[src/rtl/pp_fwd_pkg.sv]
package pp_fwd_pkg;

  typedef enum logic [2:0] {
    ST_IDLE   = 3'd0,
    ST_SETUP  = 3'd1,
    ST_CHECK  = 3'd2,
    ST_STROBE = 3'd3,
    ST_HOLD   = 3'd4
  } pp_state_e;

  // A programmed length of zero counts as one cycle.
  function automatic logic [31:0] eff_len(input logic [31:0] cfg);
    return (cfg == 32'd0) ? 32'd1 : cfg;
  endfunction

  // True on the final cycle of a stage of eff_len(cfg) cycles.
  function automatic logic stage_last(input logic [31:0] cnt, input logic [31:0] cfg);
    return cnt == (eff_len(cfg) - 32'd1);
  endfunction

endpackage

[src/rtl/pp_fwd_status.sv]
module pp_fwd_status (
  input  logic clk,
  input  logic rst_n,
  input  logic busy_in,
  input  logic err_in,
  input  logic clr_err,
  output logic err_flag,
  output logic blocked
);

  always_ff @(posedge clk or negedge rst_n) begin
    if (!rst_n)
      err_flag <= 1'b0;
    else if (err_in)
      err_flag <= 1'b1;
    else if (clr_err)
      err_flag <= 1'b0;
  end

  assign blocked = busy_in | err_in | err_flag;

endmodule

[src/rtl/pp_fwd_datareg.sv]
module pp_fwd_datareg #(
  parameter int DATA_W = 8
) (
  input  logic              clk,
  input  logic              rst_n,
  input  logic              load,
  input  logic [DATA_W-1:0] din,
  output logic [DATA_W-1:0] dout
);

  always_ff @(posedge clk or negedge rst_n) begin
    if (!rst_n)
      dout <= '0;
    else if (load)
      dout <= din;
  end

endmodule

[src/rtl/pp_fwd_seq.sv]
module pp_fwd_seq
  import pp_fwd_pkg::*;
#(
  parameter int CNT_W = 8,
  parameter int TO_W  = 16
) (
  input  logic             clk,
  input  logic             rst_n,
  input  logic             in_valid,
  input  logic [CNT_W-1:0] setup_cyc,
  input  logic [CNT_W-1:0] strobe_cyc,
  input  logic [CNT_W-1:0] hold_cyc,
  input  logic [TO_W-1:0]  timeout_cyc,
  input  logic             blocked,
  output pp_state_e        state,
  output logic             accept_ev,
  output logic             strobe_start_ev,
  output logic             strobe_end_ev,
  output logic             hold_done_ev,
  output logic             abort_ev,
  output logic             in_ready,
  output logic             strobe_n,
  output logic             timeout_o
);

  localparam int CW = (CNT_W > TO_W) ? CNT_W : TO_W;

  pp_state_e       nxt;
  logic [CW-1:0]   cnt, cnt_n;

  always_comb begin
    nxt             = state;
    cnt_n           = cnt + 1'b1;
    accept_ev       = 1'b0;
    strobe_start_ev = 1'b0;
    strobe_end_ev   = 1'b0;
    hold_done_ev    = 1'b0;
    abort_ev        = 1'b0;
    case (state)
      ST_IDLE: begin
        cnt_n = '0;
        if (in_valid) begin
          nxt       = ST_SETUP;
          accept_ev = 1'b1;
        end
      end
      ST_SETUP: begin
        if (stage_last(32'(cnt), 32'(setup_cyc))) begin
          nxt   = ST_CHECK;
          cnt_n = '0;
        end
      end
      ST_CHECK: begin
        if (!blocked) begin
          nxt             = ST_STROBE;
          cnt_n           = '0;
          strobe_start_ev = 1'b1;
        end else if (stage_last(32'(cnt), 32'(timeout_cyc))) begin
          nxt      = ST_IDLE;
          cnt_n    = '0;
          abort_ev = 1'b1;
        end
      end
      ST_STROBE: begin
        if (stage_last(32'(cnt), 32'(strobe_cyc))) begin
          nxt           = ST_HOLD;
          cnt_n         = '0;
          strobe_end_ev = 1'b1;
        end
      end
      ST_HOLD: begin
        if (stage_last(32'(cnt), 32'(hold_cyc))) begin
          nxt          = ST_IDLE;
          cnt_n        = '0;
          hold_done_ev = 1'b1;
        end
      end
      default: begin
        nxt   = ST_IDLE;
        cnt_n = '0;
      end
    endcase
  end

  always_ff @(posedge clk or negedge rst_n) begin
    if (!rst_n) begin
      state     <= ST_IDLE;
      cnt       <= '0;
      timeout_o <= 1'b0;
    end else begin
      state     <= nxt;
      cnt       <= cnt_n;
      timeout_o <= abort_ev;
    end
  end

  assign in_ready = (state == ST_IDLE);
  assign strobe_n = (state != ST_STROBE);

endmodule

[src/rtl/pp_fwd_tx.sv]
module pp_fwd_tx
  import pp_fwd_pkg::*;
#(
  parameter int DATA_W = 8,
  parameter int CNT_W  = 8,
  parameter int TO_W   = 16
) (
  input  logic              clk,
  input  logic              rst_n,
  input  logic              in_valid,
  input  logic [DATA_W-1:0] in_data,
  output logic              in_ready,
  output logic [DATA_W-1:0] pd_out,
  output logic              strobe_n,
  input  logic              busy_in,
  input  logic              err_in,
  input  logic              clr_err,
  output logic              err_flag,
  output logic              timeout_o,
  input  logic [CNT_W-1:0]  setup_cyc,
  input  logic [CNT_W-1:0]  strobe_cyc,
  input  logic [CNT_W-1:0]  hold_cyc,
  input  logic [TO_W-1:0]   timeout_cyc
);

  pp_state_e state;
  logic      blocked;
  logic      accept_ev, strobe_start_ev, strobe_end_ev, hold_done_ev, abort_ev;

  pp_fwd_status u_status (
    .clk      (clk),
    .rst_n    (rst_n),
    .busy_in  (busy_in),
    .err_in   (err_in),
    .clr_err  (clr_err),
    .err_flag (err_flag),
    .blocked  (blocked)
  );

  pp_fwd_datareg #(.DATA_W(DATA_W)) u_data (
    .clk   (clk),
    .rst_n (rst_n),
    .load  (accept_ev),
    .din   (in_data),
    .dout  (pd_out)
  );

  pp_fwd_seq #(.CNT_W(CNT_W), .TO_W(TO_W)) u_seq (
    .clk             (clk),
    .rst_n           (rst_n),
    .in_valid        (in_valid),
    .setup_cyc       (setup_cyc),
    .strobe_cyc      (strobe_cyc),
    .hold_cyc        (hold_cyc),
    .timeout_cyc     (timeout_cyc),
    .blocked         (blocked),
    .state           (state),
    .accept_ev       (accept_ev),
    .strobe_start_ev (strobe_start_ev),
    .strobe_end_ev   (strobe_end_ev),
    .hold_done_ev    (hold_done_ev),
    .abort_ev        (abort_ev),
    .in_ready        (in_ready),
    .strobe_n        (strobe_n),
    .timeout_o       (timeout_o)
  );

endmodule

[config.mk]
export PLATFORM = sky130hd
export DESIGN_NAME = pp_fwd_tx
export DESIGN_NICKNAME = d
export VERILOG_FILES = /design/src/rtl/pp_fwd_pkg.sv /design/src/rtl/pp_fwd_status.sv /design/src/rtl/pp_fwd_datareg.sv /design/src/rtl/pp_fwd_seq.sv /design/src/rtl/pp_fwd_tx.sv
export SDC_FILE = /design/constraint.sdc
export NUM_CORES = 1
export LEC_CHECK = 0
export ABC_AREA = 1
export BUFFER_PORTS_ARGS = -buffer_cell sky130_fd_sc_hd__buf_2
export CORE_MARGIN = 2
export CORE_UTILIZATION = 50
export DETAILED_ROUTE_END_ITERATION = 10
export MAX_ROUTING_LAYER = met4
export PLACE_DENSITY = 0.78
export SYNTH_ARGS = -nofsm -noshare
export SYNTH_HDL_FRONTEND = slang
export SYNTH_SLANG_ARGS = --single-unit
[constraint.sdc]
create_clock -name clk -period 2.8 [get_ports clk]
set_clock_uncertainty 0.05 [all_clocks]
set_input_delay 0.42 -clock clk [delete_from_list [all_inputs] [get_ports clk]]
set_output_delay 0.42 -clock clk [all_outputs]
set_load 0.02 [all_outputs]
# [After elaboration in Yosys (flattened, before gate mapping)]
# Cells that the tools add are included.
# W data, S select, Z words.
[word_totals] register_bits=29 output_inout_bits=12 wordCells=57
[op_classes] muxes=24 eq_ne=14 add_sub_neg=5 n_reduce_logical=7 n_bitwise=2
[op_table] op="$eq A16 B32 Y1" n=4
[op_table] op="$sub A32 B1 Y32 const B" n=4
[op_table] op="$mux W16" n=6
[op_table] op="$pmux W16 S4" n=1
[op_table] op="$logic_not A8 Y1" n=3
[op_table] op="$mux W8" n=3
[op_table] op="$mux W3" n=6
[op_table] op="$add A16 B1 Y16 const B" n=1
[op_table] op="$logic_not A16 Y1" n=1
[op_table] op="$pmux W3 S5" n=1
[op_table] op="$mux W1" n=7
[op_table] op="$eq A3 B2 Y1 const B" n=2
[op_table] op="$ne A2 B1 Y1 const B" n=3
[op_table] op="$reduce_and A5 Y1" n=1
[op_table] op="$eq A3 B1 Y1 const B" n=1
[op_table] op="$eq A3 B3 Y1 const B" n=1
[op_table] op="$logic_not A3 Y1" n=1
[op_table] op="$ne A3 B2 Y1 const B" n=1
[op_table] op="$ne A3 B3 Y1 const B" n=1
[op_table] op="$ne A2 B2 Y1 const B" n=1
[op_table] op="$or A1 B1 Y1" n=2
[op_table] op="$reduce_bool A2 Y1" n=1

# [Logic depth before layout (Yosys ltp)]
[logic_depth] ltp_word=7 ltp_mapped=23

# [Cells and area by module]
# A second synthesis with hierarchy kept.
[hier_totals] cells_unflattened=465 area_unflattened_um2=3019.1
[by_module_without_submodules] mod="pp_fwd_seq" n_inst=1 cells_per_inst=423 area_per_inst_um2=2662.6 seq_area_each_um2=500.5
[by_module_without_submodules] mod="pp_fwd_datareg" n_inst=1 cells_per_inst=34 area_per_inst_um2=305.3 seq_area_each_um2=200.2
[by_module_without_submodules] mod="pp_fwd_status" n_inst=1 cells_per_inst=8 area_per_inst_um2=51.3 seq_area_each_um2=25.0

# [Worst setup path before layout]
# OpenSTA, ideal clock, no wires.
[synth_path] path_type="in2reg" startpoint="input port timeout_cyc[3]" endpoint="register u_seq.cnt[0]" t_required_ns=2.627 path_buffers=2 setup_ns=0.123 slack_ns=0.072 arrival_time_ns=2.555 cell_stages=19 cell_sequence="nor2_1 > nand3_1 > nor2_2 > nand4_2 > nor4_1 > ha_1 > nand2_1 > nand3_1 > nor2_1 > nand2_1 > a21oi_1 > nand3_1 > nor3_2 > nand4_2 > nand2_2 > and2_4 > buf_8 > buf_12 > nor2_2"
[synth_via] elab_chain_len=7
[synth_rtl] element="start, declared" line="pp_fwd_tx.sv:23" text="input logic [TO_W-1:0] timeout_cyc"
[synth_rtl] element="$logic_not A16 Y1" line="pp_fwd_pkg.sv:13" text="return (cfg == 32'd0) ? 32'd1 : cfg;"
[synth_rtl] element="$mux W16 *" line="pp_fwd_pkg.sv:13"
[synth_rtl] element="$sub A32 B1 Y32 *" line="pp_fwd_pkg.sv:18" text="return cnt == (eff_len(cfg) - 32'd1);"
[synth_rtl] element="$eq A16 B32 Y1 *" line="pp_fwd_pkg.sv:18"
[synth_rtl] element="$mux W16 *" line="pp_fwd_seq.sv:58" text="end else if (stage_last(32'(cnt), 32'(timeout_cyc))) begin"
[synth_rtl] element="$mux W16 *" line="pp_fwd_seq.sv:54" text="if (!blocked) begin"
[synth_rtl] element="$pmux W16 S4 *" line="pp_fwd_seq.sv:39" text="case (state)"
[synth_rtl] element="via u_seq.cnt_n[0]" line="pp_fwd_seq.sv:29" text="logic [CW-1:0] cnt, cnt_n;"
[synth_rtl] element="end signal, assigned" line="pp_fwd_seq.sv:92" text="cnt <= cnt_n;"
[synth_rtl] element="end, declared" line="pp_fwd_seq.sv:29"
# The timed path passes the listed nets; every way through them passes the cells marked *.
# A chain may end at the register's enable or synchronous reset.

# [Final worst setup path]
# Same ends and word-level chain as after synthesis.

==> flow_metrics.env <==
export IMPL_synth_fa_ha_area_frac=0.0363
export IMPL_vias=3329
export IMPL_synth_edf_count=0
export IMPL_finalCriticalPeriod_ns=2.67
export IMPL_status="finished, final reports clean"
export IMPL_tightest_slew_ns=0.639
export IMPL_std_cell_rows=28
export IMPL_final_cell_mix="nand2_1, inv_1, buf_2"
export IMPL_path_cells="buf_2 -> nor2_4 -> nand2_1 -> nor2_2 -> nand2_2 -> nand2_2 -> inv_1 -> ha_2 -> nand2_4 -> nor2_2 -> nand2_1 -> nand3_1 -> nand4_1 -> nor3_2 -> nand4_2 -> nand2_2 -> and2_4 -> clkbuf_16 -> nor2_2"
export IMPL_yosys_warnings=0
export IMPL_synth_xor_area_share=0.127
export IMPL_setup_violations=0
export IMPL_fin_ws_ns=0.130
export IMPL_crit_required_ns=2.91
export IMPL_wl_mm=8.54
export IMPL_synthesis_area_mm2=0.00311
export IMPL_diodes=0
export IMPL_insertion_delay_ns=0.28
export IMPL_grt_pass1_vias=3208
export IMPL_power_density_mw_per_mm2=584
export IMPL_stdcell_area_mm2=0.00409
export IMPL_avgSynthCellArea_um2=6.83
export IMPL_relSlewSlack=0.574
export IMPL_hold_violations=0
export IMPL_path_buf_inv=3
export IMPL_critPathArrivalTime_ns=2.79
export IMPL_synth_nets=518
export IMPL_fmax_ghz=0.374
export IMPL_drv_cap=0
export IMPL_cpPeakStageDelay_ns=0.22
export IMPL_critPathLaunchType="input port"
export IMPL_cp_slowest_cell="ha_2"
export IMPL_initial_core_util=0.521
export IMPL_post_place_ws_ns=-0.233
export IMPL_antenna_found_initial=0
export IMPL_die_h_um=82.8
export IMPL_drtIter0Drc=211
export IMPL_grt_max_degree=30
export IMPL_synthMuxAreaShare=0.0290
export IMPL_peakVddDrop_mv=0.598
export IMPL_synth_compound_area_frac=0.0584
export IMPL_cts_max_level=2
export IMPL_cts_buffers_inserted=5
export IMPL_track_usage=0.252
export IMPL_detail_route_wl_per_cell_um=13.2
export IMPL_synth_seq_area_share=0.234
export IMPL_antenna_left=0
export IMPL_ios=66
export IMPL_drc_errors=0
export IMPL_end_kind="flop"
export IMPL_synthSimpleGateAreaFrac=0.413
export IMPL_ys_ff_latch=29
export IMPL_grt_first_pass_wirelength_mm=14.1
export IMPL_cts_tree="yes"
export IMPL_fin_util=0.686
export IMPL_die_width_um=82.8
export IMPL_fin_hold_ws_ns=0.0989
export IMPL_fin_nets=632
export IMPL_place_hpwl_mm=6.51
export IMPL_port_buffers=65
export IMPL_design_die_area_mm2=0.00686
export IMPL_synthToLayoutAreaGrowth_pct=31.6
export IMPL_overflow=0
export IMPL_seqCellArea_um2=726
export IMPL_synthArstFlopShare=1.00
export IMPL_report_final_slew_viol_count=0
export IMPL_reg2reg_from="u_seq.cnt[0]$_DFF_PN0_"
export IMPL_crit_family="simple AND/OR/NAND/NOR gates"
export IMPL_multiInputGateArea_mm2=0.00217
export IMPL_fillers=496
export IMPL_core_area_mm2=0.00596
export IMPL_leakagePower_uw=0.00200
export IMPL_yosysUniqueCellTypes=41
export IMPL_mostFrequentLayoutCell="nand2_1"
export IMPL_cts_max_path_buffers=2
export IMPL_drive_above_1_share=0.333
export IMPL_gp_congestion=0.922
export IMPL_cts_clk_slew_worst_paths_ns=0.07
export IMPL_drt_pre_antenna_iters=5
export IMPL_synthCells=455
export IMPL_holdBufCountCts=0
export IMPL_ys_flop_type="dfrtp_1"
export IMPL_avgViaCountPerCell=5.16
export IMPL_hold_path_class="input port to asynchronous set/reset pin"
export IMPL_synth_top_family_by_area="simple AND/OR/NAND/NOR gates"
export IMPL_cts_root_buf="clkbuf_8"
export IMPL_cts_sinks=29
export IMPL_period_share=0.954
export IMPL_crit_fanout=5
export IMPL_dpl_cell_area_mm2=0.00383
export IMPL_path_class="input port to flop"
export IMPL_worstSetupStartpoint="timeout_cyc[3]"
## per-layer routing
metal | global-route usage | up-vias | wire [um] | part of all wire
met5 | - | - | 0 | 0
met4 | 0.0596 | 0 | 174 | 0.020
met3 | 0.0457 | 19 | 538 | 0.063
met2 | 0.431 | 122 | 4340 | 0.51
met1 | 0.308 | 1516 | 3490 | 0.41
li1 | - | 1672 | - | -
## logic make-up (layout without fill, tap and decap cells)
family / count (synthesis) / after routing
compound gates: 30 / 30
xor+xnor: 45 / 45
fa+ha+maj: 9 / 9
buf+inv: 75 / 190
flops: 29 / 29
mux: 8 / 8
simple gates: 259 / 259
## state kept, by name, summed over array words and instances, names as in the netlist
register           cells
u_seq.cnt             16
u_data.dout            8
u_seq.timeout_o        1
u_status.err_flag      1
u_seq.state            3
## report_power, final
part / leakage [uW] / internal (uW) / switching, uW / total [uW]
clock: 0.0000585 / 290 / 163 / 452
combinational: 0.00156 / 602 / 724 / 1330
sequential: 0.000378 / 519 / 90.8 / 610
total: 0.00200 / 1410 / 978 / 2390
## metrics by stage
| step | instances | setup TNS [ns] | power [uW] |
|---|---|---|---|
| 6_report | 645 | 0 | 2390 |
| 5_1_grt | 645 | -0.231 | 2550 |
| 4_1_cts | 643 | 0 | 2260 |
| 3_5_place_dp | 635 | -3.86 | 1810 |
| 3_3_place_gp | 635 | -1.99 | 1770 |
| 2_1_floorplan | 455 | 0 | 1440 |
## synthesized netlist by cell type (4+ instances only)
master,number,area share
inv_1,66,0.080
nand2_1,93,0.11
mux2_2,8,0.029
nor2_1,55,0.066
nand4_1,10,0.020
nor2_2,14,0.028
ha_1,9,0.036
a21oi_1,10,0.016
nor3_1,11,0.018
nand3_1,40,0.064
nor2_4,12,0.044
dfrtp_1,29,0.23
or2_2,4,0.0081
o21ai_0,8,0.013
xnor2_1,18,0.051
nand2_2,5,0.010
xor2_1,27,0.076
## final cells by class
| class | count | share of cell area |
|---|---|---|
| clock buffers | 7 | 0.0211 |
| clock inverters | 1 | 0.00735 |
| inverters | 68 | 0.0624 |
| multi-input cells | 351 | 0.531 |
| flip-flops and latches | 29 | 0.178 |
| well taps | 75 | 0.0230 |
| repair buffers | 114 | 0.178 |
## worst reg2reg max path: stages, from the launching register on
cell,delay [ns]
dfrtp_1,0.58
inv_1,0.19
nor3_2,0.26
nand3_1,0.14
nor2_1,0.11
nand2_1,0.10
nor2_1,0.16
nand3_1,0.15
nor2_2,0.18
nand2_1,0.07
nand2_1,0.06
o21ai_0,0.15
nor2_4,0.13
## path summary, 6_finish.rpt
kind | to | slack, ns | depth (start not counted)
setup / recovery | u_seq.cnt[0]$_DFF_PN0_ | 0.13 | 19
min in group clk | u_status.err_flag$_DFFE_PN0P_ | 0.26 | 2
max in group asynchronous | u_seq.cnt[14]$_DFF_PN0_ | 2.17 | 1
hold reg to reg | u_data.dout[2]$_DFFE_PN0P_ | 0.46 | 1
setup reg to reg | u_seq.cnt[13]$_DFF_PN0_ | 0.40 | 12
hold / removal | u_status.err_flag$_DFFE_PN0P_ | 0.1 | 1
## what timing repair did
item                                    in CTS  in global routing
endpoints found under the setup margin       0                 19
buffers inserted                             0                  1
resized for setup                            0                 26
endpoints found under the hold margin        0                  0
Note: power is estimated with default switching activity, not from simulation.
